<file path="config.mk">
export PLATFORM = sky130hd
export DESIGN_NAME = divstep_unit
export DESIGN_NICKNAME = d
export VERILOG_FILES = /design/src/rtl/divstep_pkg.sv /design/src/rtl/divstep_ctrl.sv /design/src/rtl/divstep_addsub.sv /design/src/rtl/divstep_dp.sv /design/src/rtl/divstep_unit.sv
export SDC_FILE = /design/constraint.sdc
export NUM_CORES = 1
export LEC_CHECK = 0
export BUFFER_PORTS_ARGS = -buffer_cell sky130_fd_sc_hd__buf_2
export CORE_AREA = 2 2 82 84
export CTS_BUF_LIST = sky130_fd_sc_hd__clkbuf_8 sky130_fd_sc_hd__clkbuf_16
export DETAILED_ROUTE_END_ITERATION = 16
export DIE_AREA = 0 0 84 86
export GPL_TIMING_DRIVEN = 0
export HOLD_SLACK_MARGIN = 0.03
export PLACE_DENSITY_LB_ADDON = 0.2
export RECOVER_POWER = 100
export SLEW_MARGIN = 5
export SYNTH_ARGS = -nofsm -noshare
export SYNTH_HDL_FRONTEND = slang
export SYNTH_SLANG_ARGS = --single-unit
</file>
<file path="constraint.sdc">
create_clock -name clk -period 4 [get_ports clk]
set_input_delay 1.2 -clock clk [delete_from_list [all_inputs] [get_ports clk]]
set_output_delay 1.2 -clock clk [all_outputs]
set_load 0.02 [all_outputs]
</file>
<file path="src/rtl/divstep_pkg.sv">
package divstep_pkg;

  typedef enum logic [2:0] {
    OP_IDLE = 3'b000,
    OP_CLRU = 3'b001,
    OP_SGN  = 3'b010,
    OP_STEP = 3'b011,
    OP_LDT  = 3'b100
  } divOp_e;

  typedef struct packed {
    logic clrFlags;
    logic setSigned;
    logic doStep;
    logic loadT;
  } divStrobe_t;

endpackage

</file>
<file path="src/rtl/divstep_ctrl.sv">
module divstep_ctrl
  import divstep_pkg::*;
(
  input  logic [2:0] opSel,
  output divStrobe_t strb
);

  always_comb begin
    strb = '0;
    unique case (opSel)
      OP_CLRU: strb.clrFlags  = 1'b1;
      OP_SGN:  strb.setSigned = 1'b1;
      OP_STEP: strb.doStep    = 1'b1;
      OP_LDT:  strb.loadT     = 1'b1;
      default: strb = '0;
    endcase
  end

endmodule

</file>
<file path="src/rtl/divstep_addsub.sv">
module divstep_addsub #(
  parameter int DATA_W = 32
) (
  input  logic [DATA_W-1:0] opA,
  input  logic [DATA_W-1:0] opB,
  input  logic              addMode,
  output logic [DATA_W-1:0] result,
  output logic              carryOrBorrow
);

  logic [DATA_W-1:0] operandB;
  logic [DATA_W:0]   wideSum;

  // subtract is done as A + ~B + 1; the carry out then means "no borrow"
  assign operandB = addMode ? opB : ~opB;
  assign wideSum  = {1'b0, opA} + {1'b0, operandB} + {{DATA_W{1'b0}}, ~addMode};
  assign result   = wideSum[DATA_W-1:0];
  assign carryOrBorrow = addMode ? wideSum[DATA_W] : ~wideSum[DATA_W];

endmodule

</file>
<file path="src/rtl/divstep_dp.sv">
module divstep_dp
  import divstep_pkg::*;
#(
  parameter int DATA_W = 32
) (
  input  logic              clk,
  input  logic              rstN,
  input  divStrobe_t        strb,
  input  logic [DATA_W-1:0] rnIn,
  input  logic [DATA_W-1:0] rmIn,
  input  logic              tIn,
  output logic [DATA_W-1:0] rnOut,
  output logic              qFlag,
  output logic              mFlag,
  output logic              tFlag
);

  localparam int MSB = DATA_W - 1;

  logic              addMode;
  logic [DATA_W-1:0] shifted;
  logic [DATA_W-1:0] stepResult;
  logic              carryOrBorrow;
  logic              qNext;

  assign addMode = qFlag ^ mFlag;
  assign shifted = {rnIn[MSB-1:0], tFlag};

  divstep_addsub #(.DATA_W(DATA_W)) addsubInst (
    .opA           (shifted),
    .opB           (rmIn),
    .addMode       (addMode),
    .result        (stepResult),
    .carryOrBorrow (carryOrBorrow)
  );

  assign qNext = rnIn[MSB] ^ mFlag ^ carryOrBorrow;

  always_ff @(posedge clk or negedge rstN) begin
    if (!rstN) begin
      rnOut <= '0;
      qFlag <= 1'b0;
      mFlag <= 1'b0;
      tFlag <= 1'b0;
    end else if (strb.clrFlags) begin
      qFlag <= 1'b0;
      mFlag <= 1'b0;
      tFlag <= 1'b0;
    end else if (strb.setSigned) begin
      qFlag <= rnIn[MSB];
      mFlag <= rmIn[MSB];
      tFlag <= rnIn[MSB] ^ rmIn[MSB];
    end else if (strb.doStep) begin
      rnOut <= stepResult;
      qFlag <= qNext;
      tFlag <= (qNext == mFlag);
    end else if (strb.loadT) begin
      tFlag <= tIn;
    end
  end

endmodule

</file>
<file path="src/rtl/divstep_unit.sv">
module divstep_unit
  import divstep_pkg::*;
#(
  parameter int DATA_W = 32
) (
  input  logic              clk,
  input  logic              rstN,
  input  logic [2:0]        opSel,
  input  logic [DATA_W-1:0] rnIn,
  input  logic [DATA_W-1:0] rmIn,
  input  logic              tIn,
  output logic [DATA_W-1:0] rnOut,
  output logic              qFlag,
  output logic              mFlag,
  output logic              tFlag
);

  divStrobe_t strb;

  divstep_ctrl ctrlInst (
    .opSel (opSel),
    .strb  (strb)
  );

  divstep_dp #(.DATA_W(DATA_W)) dpInst (
    .clk   (clk),
    .rstN  (rstN),
    .strb  (strb),
    .rnIn  (rnIn),
    .rmIn  (rmIn),
    .tIn   (tIn),
    .rnOut (rnOut),
    .qFlag (qFlag),
    .mFlag (mFlag),
    .tFlag (tFlag)
  );

endmodule

</file>
* Yosys cells after proc, flatten, opt, wreduce, memory -nomap -nowiden
Cells that the tools add are included.
** Storage, ports and cells
- Register bits :: 35
- Output and inout port bits :: 35
- Input bits :: 70
- Logic and storage cells :: 39
** Cells by class
- Bitwise operators :: 9
- Equality and inequality tests :: 5
- $add $sub $neg :: 2
- Reductions and logical operators :: 4
- Muxes and demuxes :: 15
** Operators by type and width (count)
- $add A32 B32 Y33 :: 1
- $add A33 B1 Y33 :: 1
- $mux W32 :: 1
- $not A32 Y32 :: 1
- $mux W1 :: 14
- $eq A3 B2 Y1 const B :: 2
- $not A1 Y1 :: 4
- $reduce_bool A4 Y1 :: 1
- $xor A1 B1 Y1 :: 4
- $eq A3 B1 Y1 const B :: 1
- $eq A3 B3 Y1 const B :: 1
- $reduce_and A3 Y1 :: 1
- $reduce_bool A3 Y1 :: 1
- $reduce_bool A2 Y1 :: 1
- $eq A1 B1 Y1 :: 1

* Depth between registers and ports, before layout
- Depth in word-level cells :: 11
- Depth in mapped cells :: 14
- Mapped depth without buffers :: 12

* Modules after synthesis
Synthesis repeated with hierarchy kept, for this count alone.
** Second synthesis, totals
- Cells, all modules :: 366
- Area total of the unflattened synthesis :: 3505.9 µm²
** Modules (own cells, without submodules)
- divstep_addsub :: cells each 273, area each 2049.5 µm², times used 1, seq. area each 0.0 µm²
- divstep_dp :: cells each 89, area each 1423.9 µm², times used 1, seq. area each 875.8 µm²
- divstep_ctrl :: cells each 4, area each 32.5 µm², times used 1, seq. area each 0.0 µm²

* Worst setup path after synthesis
No wires, ideal clock.
- Path kind :: register -> register
- Start :: register dpInst.qFlag
- End :: register dpInst.rnOut[31]
- Clock period less this slack :: 3.657 ns
- Library setup time :: 0.069 ns
- Arrival :: 3.588 ns
- Path buffers :: 1
- Data required time :: 3.931 ns
- Stages on the path, launching flop included :: 14
- Setup slack :: 0.343 ns
- Cells stage by stage :: dfrtp_1 > xor2_1 > clkbuf_1 > xnor2_1 > ha_1 > nand3b_1 > o221a_1 > o211ai_2 > a31oi_1 > o21ai_2 > a41o_1 > a21oi_2 > or4_1 > nand3_1
** Between the ends
- Longest elaborated chain between the ends :: 4
- Elaborated cells between the ends (all ways) :: 5
- Those cells by class :: add/sub: 2; mux: 1; bitwise: 2
** RTL lines
- start, declared :: RTL line divstep_dp.sv:13 : output logic qFlag,
- start signal, assigned :: RTL line divstep_dp.sv:50 : qFlag <= rnIn[MSB];
- start signal, assigned :: RTL line divstep_dp.sv:55 : qFlag <= qNext;
- $xor A1 B1 Y1 (*) :: RTL line divstep_dp.sv:26 : assign addMode = qFlag ^ mFlag;
- $mux W32 :: RTL line divstep_addsub.sv:15 : assign operandB = addMode ? opB : ~opB;
- $add A32 B32 Y33 :: RTL line divstep_addsub.sv:16 : assign wideSum = {1'b0, opA} + {1'b0, operandB} + {{DATA_W{1'b0}}, ~addMode};
- $add A33 B1 Y33 (*) :: RTL line divstep_addsub.sv:16
- end signal, assigned :: RTL line divstep_dp.sv:54 : rnOut <= stepResult;
- end, declared :: RTL line divstep_dp.sv:12 : output logic [DATA_W-1:0] rnOut,
Every way passes the cells marked *; elsewhere a longest branch is shown, timed or not.
A chain may end at the register's enable or synchronous reset.

* Worst setup path in the final report
- Start :: register dpInst.qFlag
- End :: register dpInst.rnOut[29]
The elaborated chain is that of the path after synthesis.

==> metrics.md <==
| Metric | Value |
|---|---|
| GP Congestion | between 0.9 and 1 |
| Initial Util | about 50% |
| Sequential share of the synthesized area | 27.2% |
| Iteration-0 DRC Markers | 146 |
| Clock power frac | ~9.1% |
| Die X | 84 um |
| Post-DR wirelength/cell | 14.6 um |
| Share of post-route cells with drive strength above 1 | between 10% and 20% |
| Routed WL | 8400 um |
| Critical Path Max Stage Delay | 520 ps |
| Failing checks | max-capacitance violations, max-slew violations |
| VDD IR max | 0.427 mV |
| Post-synth top flop | dfrtp_1 |
| CP top delay family | compound AO/OA/AOI/OAI gates |
| Outcome | complete, but fails checks |
| Critical Path Start Type | flip-flop |
| CTS clk-pin slew, worst paths | ~80 ps |
| Critical path class | reg2reg |
| Setup slack at placement | -438 ps |
| Via count | 3200 |
| Worst-margin pin slew | 1990 ps |
| Post-Synthesis Net Count | between 400 and 500 |
| Slew HR | -32.9% |
| Crit-path slowest cell | dfrtp_1 |
| First-pass DRT Iterations | 4 |
| Minimum clock period | roughly 3700 ps |
| Area Overhead vs Synth | 21.8% |
| Final TNS setup | 0 ps |
| Diode count | 0 |
| Largest net degree at the start of global routing | 36 |
| Final Hold Fails | 0 |
| Min setup slack post-route | between 200 and 300 ps |
| Fill cell count | 614 |
| Crit path cell chain | xor2_4 > clkbuf_4 > xnor2_1 > ha_1 > nand3b_1 > o221a_1 > o211ai_2 > a31oi_1 > o21ai_2 > a41o_1 > a21oi_2 > or4_1 > nand3_1 |
| Final setup skew | ~11 ps |
| Switching share of power | 50.0% |
| Postcts setup bufs | 0 |
| Mapped Cells | 386 |
| Initial antenna violation count | 0 |
| Pwr/cell area | 808 nW/um2 |
| Clock sink total | 35 |
| Register area | 876 um2 |
| Clock root cell | clkbuf_8 |
| DRT antenna net count | 0 |
| Total Routing Usage GR | a little under a quarter |
| H-tree Lvls | 2 |
| Asr flop ratio synth | 100% |
| # hold bufs at CTS | 0 |
| DR vias/cell | about 5.6 |
| Max frequency | roughly 270 MHz |
| Worst min-delay path class | reg2reg |
| Setup crit end kind | flip-flop |
| Unrepaired setup endpoints after global routing | false |
| Syn avg cell area | 8.35 um2 |
| Critical path buffers and inverters | 1 |
| CTS Buf Count | 5 |
| # port buffers | 104 |
| Post-cts gate resize count | 4 |
| Max Slew Vio Count | 36 |
| TritonCTS clock tree | done |
| Crit share post-route | 93.7% |
| Max_cap viols | 1 |
| Die area | 7220 um2 |
| Global-route wire length before repair | 14100 um |
| Clock latency at the later pin of the worst-skew pair | about 290 ps |
| Detail Placement HPWL | 6560 um |
| Critical Path Fanout Max | 10 |
| Synth Warn # | 0 |
| Seq pwr share | between 10% and 20% |
| Vias in the first global route | about 3000 |
| Leak | 1.85 nW |
| Area occupied by multi-input gates | approximately 2300 um2 |
| Final setup violation count | 0 |
| Synth area leaders | dfrtp_1 (27%), xnor2_1 (13%), ha_1 (12%) |
| Synth cell types | 48 |
| CTS Buffer Depth | 2 |
| Number of synthesized register bits | 35 |
| Cell Rows | 29 |
| Layout Nets | 599 |
| Combinational share of power | 71.6% |
| Core Region | 6280 um2 |
| Io pins | 105 |
| Share of the synthesized area in the top cell type | 27.2% |
| Internal | 1.58 mW |
| Grt ovf | 0 |
| Area leader, netlist | dfrtp_1 |
| Switch Pwr | roughly 1.6 mW |
| Die Y | 86 um |
| Cell area after synthesis | 3220 um2 |
| EDFF count, synth | 0 |
| Crit path required time | approximately 4200 ps |
| Crit path DAT | 3980 ps |
| Drc violations | 0 |
[power by group through the flow]
stage / Clock [mW] / Combinational, mW / Sequential [mW]
global placement: 0 / 2.23 / 0.603
floorplan: 0 / 1.53 / 0.796
finish: 0.287 / 2.27 / 0.613
CTS: 0.295 / 2.29 / 0.607
detailed placement: 0 / 2.27 / 0.611
global route: 0.313 / 2.54 / 0.631
[area by class of cell]
cell class                 count  area share [%]
tap                           77            2.45
clock inverter                 1          0.0956
clock buffer                   7            2.45
inverter                      17            1.63
sequential                    35            22.3
buffer                        12            1.43
multi-input combinational    322            57.5
timing repair buffer         104            12.1
[per-layer routing]
layer,vias up,GRT usage [%],wire (um)
li1,1618,-,-
met1,1483,31.9,4010
met2,90,39.5,3880
met3,9,4.43,418
met4,0,6.60,102
met5,-,0,0
[per-stage QoR]
step                      cells  total power [mW]  util, %  hold slack, ps  instance area, um2
after global placement      567              2.84     61.2             460                3840
after floorplan             386              2.33        -             589                3220
after detailed placement    567              2.88     61.2             465                3840
after CTS                   575              3.20     62.9             481                3950
final                       575              3.17     62.5             480                3930
after global routing        575              3.48     62.5             506                3930
[tightest hold or removal path: stages, from the launching register on]
cell	delay, ps
dfrtp_1	350
nand2_1	40
o21ai_0	60
[state kept, by name, summed over array words and instances, names as in the netlist]
signal / flops
dpInst.qFlag: 1
dpInst.rnOut: 32
dpInst.tFlag: 1
dpInst.mFlag: 1
[layout by cell type, fill, tap and decap left out, types with 6 or more instances in the layout]
cell / n
buf_2: 67
xnor2_1: 47
clkbuf_1: 46
o21ai_0: 45
nand2_1: 37
dfrtp_1: 35
ha_1: 31
a21oi_1: 29
inv_1: 18
nand3_1: 17
nor2_1: 15
a21o_1: 14
xor2_1: 12
clkbuf_8: 7
a31oi_1: 6
[worst paths after layout]
path                                   from          endpoint  slack (ps)  depth (start not counted)
max in group asynchronous              rstN  dpInst.rnOut[20]        1390                          1
min in group asynchronous              rstN  dpInst.rnOut[28]        1470                          1
setup / recovery               dpInst.qFlag  dpInst.rnOut[29]         250                         13
setup reg to reg               dpInst.qFlag  dpInst.rnOut[29]         250                         13
hold reg to reg            dpInst.rnOut[13]  dpInst.rnOut[13]         480                          2
hold / removal             dpInst.rnOut[13]  dpInst.rnOut[13]         480                          2
[cells by family after synthesis]
family / share of synthesized area (%)
flops: 27.2
buf+inv: 3.38
mux: 1.01
xor+xnor: 16.3
simple gates: 15.3
fa+ha+maj: 12.7
compound gates: 24.1
[Yosys cell counts, types with 3 or more instances]
cell,count
nor3b_1,3
a21o_1,14
nand2_1,37
nor3_1,4
ha_1,31
o21a_1,3
or3_1,3
and2_1,3
a31oi_1,6
xnor2_1,47
xor2_1,13
clkbuf_1,12
inv_1,17
a21oi_1,29
nand4_1,4
and3_1,4
o31ai_1,3
dfrtp_1,35
a311oi_1,3
nand3b_1,3
nor2_1,15
nand3_1,17
o21ai_0,45
nand2b_1,4
(Power assumes the default switching activity.)
